`src/rtl/dma_regs_pkg.sv`:
```
package dma_regs_pkg;
  typedef enum logic [1:0] {
    SEL_CMD  = 2'd0,
    SEL_STAT = 2'd1,
    SEL_PTR  = 2'd2,
    SEL_NONE = 2'd3
  } reg_sel_e;

  localparam int CMD_GO  = 0;
  localparam int CMD_DIR = 3;
  localparam int ST_ACT  = 0;
  localparam int ST_ERR  = 1;
  localparam int ST_INT  = 2;
endpackage

```
`src/rtl/dma_ptr_reg.sv`:
```
module dma_ptr_reg #(
  parameter int PTR_W = 32
) (
  input  logic             clk_i,
  input  logic             rst_ni,
  input  logic             wr_i,
  input  logic [1:0]       size_i,
  input  logic [1:0]       off_i,
  input  logic [PTR_W-1:0] wdata_i,
  output logic [PTR_W-1:0] ptr_o,
  output logic [PTR_W-1:0] rdata_o
);
  localparam int NB = PTR_W / 8;

  logic [NB-1:0]    be_raw;
  logic [NB-1:0]    be;
  logic [PTR_W-1:0] wsh;
  logic [PTR_W-1:0] rmask;
  logic [PTR_W-1:0] ptr_q;
  logic [4:0]       shamt;

  always_comb begin
    case (size_i)
      2'd0:    be_raw = NB'(1);
      2'd1:    be_raw = NB'(3);
      default: be_raw = '1;
    endcase
  end

  assign shamt = {off_i, 3'b000};
  assign be    = be_raw << off_i;
  assign wsh   = wdata_i << shamt;

  for (genvar b = 0; b < NB; b++) begin : g_byte
    assign rmask[b*8 +: 8] = {8{be_raw[b]}};
    if (b == 0) begin : g_low
      // low two bits never stored
      always_ff @(posedge clk_i or negedge rst_ni) begin
        if (!rst_ni)            ptr_q[7:0] <= '0;
        else if (wr_i && be[0]) ptr_q[7:0] <= {wsh[7:2], 2'b00};
      end
    end else begin : g_hi
      always_ff @(posedge clk_i or negedge rst_ni) begin
        if (!rst_ni)            ptr_q[b*8 +: 8] <= '0;
        else if (wr_i && be[b]) ptr_q[b*8 +: 8] <= wsh[b*8 +: 8];
      end
    end
  end

  assign ptr_o   = ptr_q;
  assign rdata_o = (ptr_q >> shamt) & rmask;
endmodule

```
`src/rtl/dma_cmd_ctl.sv`:
```
module dma_cmd_ctl
  import dma_regs_pkg::*;
#(
  parameter int PTR_W = 32
) (
  input  logic             clk_i,
  input  logic             rst_ni,
  input  logic             wr_i,
  input  logic [7:0]       wdata_i,
  input  logic [PTR_W-1:0] base_i,
  input  logic             done_i,
  output logic [7:0]       cmd_o,
  output logic             active_o,
  output logic             start_o,
  output logic             cancel_o,
  output logic [PTR_W-1:0] cur_ptr_o
);
  logic             go_q, dir_q, act_q, start_q, cancel_q;
  logic [PTR_W-1:0] cur_q;

  always_ff @(posedge clk_i or negedge rst_ni) begin
    if (!rst_ni) begin
      go_q     <= 1'b0;
      dir_q    <= 1'b0;
      act_q    <= 1'b0;
      start_q  <= 1'b0;
      cancel_q <= 1'b0;
      cur_q    <= '0;
    end else begin
      start_q  <= 1'b0;
      cancel_q <= 1'b0;
      if (done_i) act_q <= 1'b0;
      if (wr_i) begin
        // only an edge on the start bit acts
        if (wdata_i[CMD_GO] != go_q) begin
          if (!wdata_i[CMD_GO]) begin
            cancel_q <= 1'b1;
            act_q    <= 1'b0;
          end else begin
            cur_q <= base_i;
            if (!act_q) begin
              act_q   <= 1'b1;
              start_q <= 1'b1;
            end
          end
        end
        go_q  <= wdata_i[CMD_GO];
        dir_q <= wdata_i[CMD_DIR];
      end
    end
  end

  always_comb begin
    cmd_o          = '0;
    cmd_o[CMD_GO]  = go_q;
    cmd_o[CMD_DIR] = dir_q;
  end

  assign active_o  = act_q;
  assign start_o   = start_q;
  assign cancel_o  = cancel_q | ~rst_ni;
  assign cur_ptr_o = cur_q;
endmodule

```
`src/rtl/dma_stat_reg.sv`:
```
module dma_stat_reg
  import dma_regs_pkg::*;
(
  input  logic       clk_i,
  input  logic       rst_ni,
  input  logic       wr_i,
  input  logic [7:0] wdata_i,
  input  logic       active_i,
  input  logic       err_i,
  input  logic       irq_i,
  output logic [7:0] status_o
);
  logic int_q, err_q;

  always_ff @(posedge clk_i or negedge rst_ni) begin
    if (!rst_ni) begin
      int_q <= 1'b0;
      err_q <= 1'b0;
    end else begin
      // set beats write-one-to-clear
      if (irq_i)                        int_q <= 1'b1;
      else if (wr_i && wdata_i[ST_INT]) int_q <= 1'b0;
      if (err_i)                        err_q <= 1'b1;
      else if (wr_i && wdata_i[ST_ERR]) err_q <= 1'b0;
    end
  end

  always_comb begin
    status_o         = '0;
    status_o[ST_ACT] = active_i;
    status_o[ST_ERR] = err_q;
    status_o[ST_INT] = int_q;
  end
endmodule

```
`src/rtl/dma_ctl_regs.sv`:
```
module dma_ctl_regs
  import dma_regs_pkg::*;
#(
  parameter int PTR_W = 32
) (
  input  logic             clk_i,
  input  logic             rst_ni,
  input  logic             wr_en_i,
  input  logic [1:0]       sel_i,
  input  logic [1:0]       size_i,
  input  logic [1:0]       off_i,
  input  logic [PTR_W-1:0] wdata_i,
  output logic [PTR_W-1:0] rdata_o,
  output logic             start_o,
  output logic             cancel_o,
  input  logic             done_i,
  input  logic             err_i,
  output logic             dir_o,
  output logic [PTR_W-1:0] cur_ptr_o,
  input  logic             dev_irq_i,
  output logic             host_irq_o
);
  reg_sel_e         sel;
  logic             wr_cmd, wr_stat, wr_ptr, act_w;
  logic [7:0]       cmd_w, stat_w;
  logic [PTR_W-1:0] base_w, ptr_rd;

  assign sel     = reg_sel_e'(sel_i);
  assign wr_cmd  = wr_en_i && (sel == SEL_CMD);
  assign wr_stat = wr_en_i && (sel == SEL_STAT);
  assign wr_ptr  = wr_en_i && (sel == SEL_PTR);

  dma_ptr_reg #(.PTR_W(PTR_W)) u_ptr (
    .clk_i   (clk_i),
    .rst_ni  (rst_ni),
    .wr_i    (wr_ptr),
    .size_i  (size_i),
    .off_i   (off_i),
    .wdata_i (wdata_i),
    .ptr_o   (base_w),
    .rdata_o (ptr_rd)
  );

  dma_cmd_ctl #(.PTR_W(PTR_W)) u_cmd (
    .clk_i     (clk_i),
    .rst_ni    (rst_ni),
    .wr_i      (wr_cmd),
    .wdata_i   (wdata_i[7:0]),
    .base_i    (base_w),
    .done_i    (done_i),
    .cmd_o     (cmd_w),
    .active_o  (act_w),
    .start_o   (start_o),
    .cancel_o  (cancel_o),
    .cur_ptr_o (cur_ptr_o)
  );

  dma_stat_reg u_stat (
    .clk_i    (clk_i),
    .rst_ni   (rst_ni),
    .wr_i     (wr_stat),
    .wdata_i  (wdata_i[7:0]),
    .active_i (act_w),
    .err_i    (err_i),
    .irq_i    (dev_irq_i),
    .status_o (stat_w)
  );

  always_comb begin
    case (sel)
      SEL_CMD:  rdata_o = PTR_W'(cmd_w);
      SEL_STAT: rdata_o = PTR_W'(stat_w);
      SEL_PTR:  rdata_o = ptr_rd;
      default:  rdata_o = '0;
    endcase
  end

  assign dir_o      = cmd_w[CMD_DIR];
  assign host_irq_o = dev_irq_i;
endmodule

```
`config.mk`:
```
export PLATFORM = sky130hd
export DESIGN_NAME = dma_ctl_regs
export DESIGN_NICKNAME = d
export VERILOG_FILES = /design/src/rtl/dma_regs_pkg.sv /design/src/rtl/dma_ptr_reg.sv /design/src/rtl/dma_cmd_ctl.sv /design/src/rtl/dma_stat_reg.sv /design/src/rtl/dma_ctl_regs.sv
export SDC_FILE = /design/constraint.sdc
export NUM_CORES = 1
export LEC_CHECK = 0
export ABC_CLOCK_PERIOD_IN_PS = 2200
export BUFFER_PORTS_ARGS = -buffer_cell sky130_fd_sc_hd__clkbuf_2
export CAP_MARGIN = 15
export CORE_UTILIZATION = 45
export DETAILED_ROUTE_END_ITERATION = 12
export GPL_TIMING_DRIVEN = 0
export MAX_ROUTING_LAYER = met4
export PLACE_DENSITY = 0.68
export SYNTH_ARGS = -nofsm -noshare
export SYNTH_HDL_FRONTEND = slang
export SYNTH_SLANG_ARGS = --single-unit
```
`constraint.sdc`:
```
create_clock -name clk_i -period 2.2 [get_ports clk_i]
set_input_delay 0.11 -clock clk_i [delete_from_list [all_inputs] [get_ports clk_i]]
set_output_delay 0.11 -clock clk_i [all_outputs]
set_load 0.1 [all_outputs]
```
==> results.toml <==
[outcome]
status = "completed"

[sta]
max_freq_mhz = 480
min_period_ns = 2.08
post-route-period-util_pct = 94.7
finalSetupTns_ns = 0
tightestPinTransition_ns = 0.994
final.setup_skew_ns = 0.00728
rsz_0062_raised_after_global_routing = "false"
hold_slack_ns = 0.0422
final_hold_viol_count = 0
timing.final.setup_violations = 0
relSlewSlack_pct = 33.3
timing.final.max_slew_violations = 0

[critical_path]
worst_r2r_path_depth = 5
setup.worst_path.class = "in2out"
critPathCaptureType = "output port"
worst_reg2reg_path_startpoint = "u_cmd.go_q"
reg_to_reg_endpoint = "u_cmd.cur_ptr_o[29]"
setup.reg_to_reg.worst_slack_ns = 0.61
critical-path-max-stage-delay_ns = 0.44
crit_path_cell_trace = "clkbuf_2 -> buf_2 -> nor2b_1 -> clkbuf_1 -> clkbuf_2 -> a2bb2oi_1 -> nor2_2 -> buf_2"
critPathRequiredTime_ns = 2.09
crit_path_start_kind = "input port"
highest_delay_cell_along_the_critical_path = "sky130_fd_sc_hd__buf_2"
cp_num_buf_inv = 5
worst-path-max-fanout = 10
critical-path-top-delay-family = "buffers and inverters"
critPathArrivalTime_ns = 1.97

[floorplan]
placeableCoreArea_mm2 = 0.00785
top_level_ports = 112
die_w_um = 92.9
dieHeight_um = 92.9
core.rowCount = 32
initial_core_util_pct = 47.4
die_area_mm2 = 0.00863

[logic_synthesis]
synth_top_flop_cell = "sky130_fd_sc_hd__dfrtp_1"
synth.lib_cells_used.distinct = 37
postSynthRegisterBits = 67
synth_enable_flop_cells = 0
post-synth-top-count-cell = "sky130_fd_sc_hd__dfrtp_1"
netlist_top_cells_count = "sky130_fd_sc_hd__dfrtp_1 (67), sky130_fd_sc_hd__mux2_2 (66), sky130_fd_sc_hd__mux2i_1 (43)"
library_cell_with_the_largest_summed_area_after_synthesis = "sky130_fd_sc_hd__dfrtp_1"
ys_seq_area_share_pct = 45.1
postSynthCellCount = 303
yosysTopAreaCellShare_pct = 45.1
post_synth_instance_area_mm2 = 0.00372
synth-async-reset-ratio_pct = 100
syn_area_per_cell_um2 = 12.3
netlist_top_cells_area = "sky130_fd_sc_hd__dfrtp_1 (45%), sky130_fd_sc_hd__mux2_2 (20%), sky130_fd_sc_hd__mux2i_1 (12%)"
synthesis.yosys.warnings = 0

[detailed_routing]
postRouteAntennaNets = 0
detailedRoute.firstPassIterationCount = 4
remaining_drc_errors = 0
routed_wire_length_mm = 10.3
initialDrtViolationCount = 144
wl_per_cell_um = 19.3
routed_via_density = 5.52
dr_total_vias = 2946

[global_route]
wire_length_of_the_first_global_routing_pass_mm = 15.8
grt_util_all_layers_pct = 25.6
vias_in_the_first_global_route = 3066
overflow = 0
grt_max_degree = 52
antenna_found_initial = 0

[cts]
worst_skew_pair.late_latency_ns = 0.35
cts.path.max_buffers = 2
clock_tree.root_cell = "sky130_fd_sc_hd__clkbuf_8"
cts_tree = "yes"
cts.repair_timing.setup_buffer_count = 0
cts.sink_count = 67
cts-htree-levels = 3
clock_buffers_created_by_tritoncts = 9
clk_pin_slew_ns = 0.08

[pwr]
pwr-share-comb_pct = 50.9
power_report.internal_total_mw = 3.00
clockPowerShare_pct = 18.6
power.share.sequential_pct = 30.5
peakVddDrop_v = 0.000879
power_mw = 6.25
power_leakage_nw = 2.36
sw_frac_of_total_pct = 52.0
power.density_mw_per_mm2 = 1300
netSwitchingPower_mw = 3.25

[finish]
postLayoutCoreUtil_pct = 61.3
final_layout_size_suffix_gt1_share_pct = 57.6
layout-area-overhead-vs-synth_pct = 29.4
insertedDiodeCount = 0
fin_nets = 473

[flow_run]
max_cap_viol_count = 0

[hold_path]
holdCritStartpoint = "wdata_i[6]"
holdCritPathClass = "in2reg"
hold_path_depth = 2
holdPathEnd = "u_ptr.ptr_o[6]"

[placement]
io_buffer_count = 107
post-dp-hpwl_mm = 7.18
routabilityCongestion = 0.831
-- registers in the layout, summed over array words and instances, names as in the netlist --
name	count
u_cmd.dir_q	1
u_stat.err_q	1
u_cmd.active_o	1
u_stat.int_q	1
u_cmd.start_o	1
u_ptr.ptr_o	30
u_cmd.go_q	1
u_cmd.cur_ptr_o	30
u_cmd.cancel_q	1
-- logic make-up after synthesis --
logic type               share of synthesized area (%)
AND/OR/NAND/NOR                                   8.48
flip-flops                                        45.1
adder cells (fa/ha/maj)                          0.673
buffers and inverters                             4.10
other                                            0.101
multiplexers                                      34.0
AO/OA/AOI/OAI                                     7.60
-- metal layers --
metal	GRT usage, %	up-vias	part of all wire [%]
met4	12.4	0	2.4
met3	2.87	19	4.6
li1	-	1349	-
met1	32.4	1488	45
met2	40.8	90	48
met5	-	-	0
-- stage by stage --
stage	setup WS (ns)	area, um^2	instances
floorplan	-0.171	3830	304
global placement	-0.244	4490	513
detailed placement	-0.234	4520	514
CTS	0.0113	4800	534
global route	0.00745	4810	534
finish	0.117	4810	534
-- cells in the final DEF, fill, tap and decap left out, types with 2 or more instances in the layout --
cell	count
sky130_fd_sc_hd__clkbuf_2	99
sky130_fd_sc_hd__dfrtp_1	67
sky130_fd_sc_hd__mux2_2	66
sky130_fd_sc_hd__mux2i_1	43
sky130_fd_sc_hd__buf_2	16
sky130_fd_sc_hd__nor2_2	15
sky130_fd_sc_hd__clkbuf_8	11
sky130_fd_sc_hd__and2_1	10
sky130_fd_sc_hd__a2bb2oi_1	8
sky130_fd_sc_hd__nand2_1	8
sky130_fd_sc_hd__o2bb2ai_1	8
sky130_fd_sc_hd__nor2b_1	6
sky130_fd_sc_hd__mux2_4	6
sky130_fd_sc_hd__clkbuf_4	6
sky130_fd_sc_hd__a211oi_1	4
sky130_fd_sc_hd__buf_4	4
sky130_fd_sc_hd__dlygate4sd3_1	4
sky130_fd_sc_hd__inv_1	3
sky130_fd_sc_hd__buf_6	3
sky130_fd_sc_hd__a211oi_4	3
sky130_fd_sc_hd__clkbuf_1	3
sky130_fd_sc_hd__o22ai_2	3
sky130_fd_sc_hd__clkinv_2	3
sky130_fd_sc_hd__nor2_1	2
sky130_fd_sc_hd__nor3b_1	2
sky130_fd_sc_hd__nor3_2	2
sky130_fd_sc_hd__a21o_1	2
sky130_fd_sc_hd__ha_1	2
sky130_fd_sc_hd__conb_1	2
sky130_fd_sc_hd__bufinv_16	2
-- how the worst max path moves through the flow --
stage | cells after the start | endpoint | startpoint | slack (ns)
detailed placement | 7 | rdata_o[6] | off_i[0] | -0.23
CTS | 8 | rdata_o[9] | off_i[0] | 0.01
floorplan | 5 | rdata_o[4] | off_i[0] | -0.17
global placement | 7 | rdata_o[6] | off_i[0] | -0.24
finish | 8 | rdata_o[10] | off_i[0] | 0.12
global route | 8 | rdata_o[10] | off_i[0] | 0.007
-- power by group through the flow --
stage	clock [mW]	combinational [mW]	sequential, mW
after CTS	1.19	3.19	1.91
after detailed placement	0	3.18	1.93
final	1.16	3.18	1.91
after floorplan	0	0.964	3.59
after global routing	1.23	3.29	1.96
after global placement	0	3.15	1.92
-- area by class of cell --
| cell class | instances | area [um^2] |
|---|---|---|
| plain buffers | 24 | 145 |
| clock buffers | 11 | 151 |
| clock inverters | 5 | 75.1 |
| fillers | 688 | 3030 |
| inverters | 3 | 11.3 |
| multi-input cells | 210 | 2010 |
| flip-flops and latches | 67 | 1680 |
| well taps | 102 | 128 |
| repair buffers | 112 | 618 |
-- timing repair --
action	in CTS	in global routing
endpoints found under the setup margin	26	9
cloned	0	0
resized for setup	4	14
endpoints found under the hold margin	21	0
hold buffers	4	0
(Power assumes the default switching activity.)
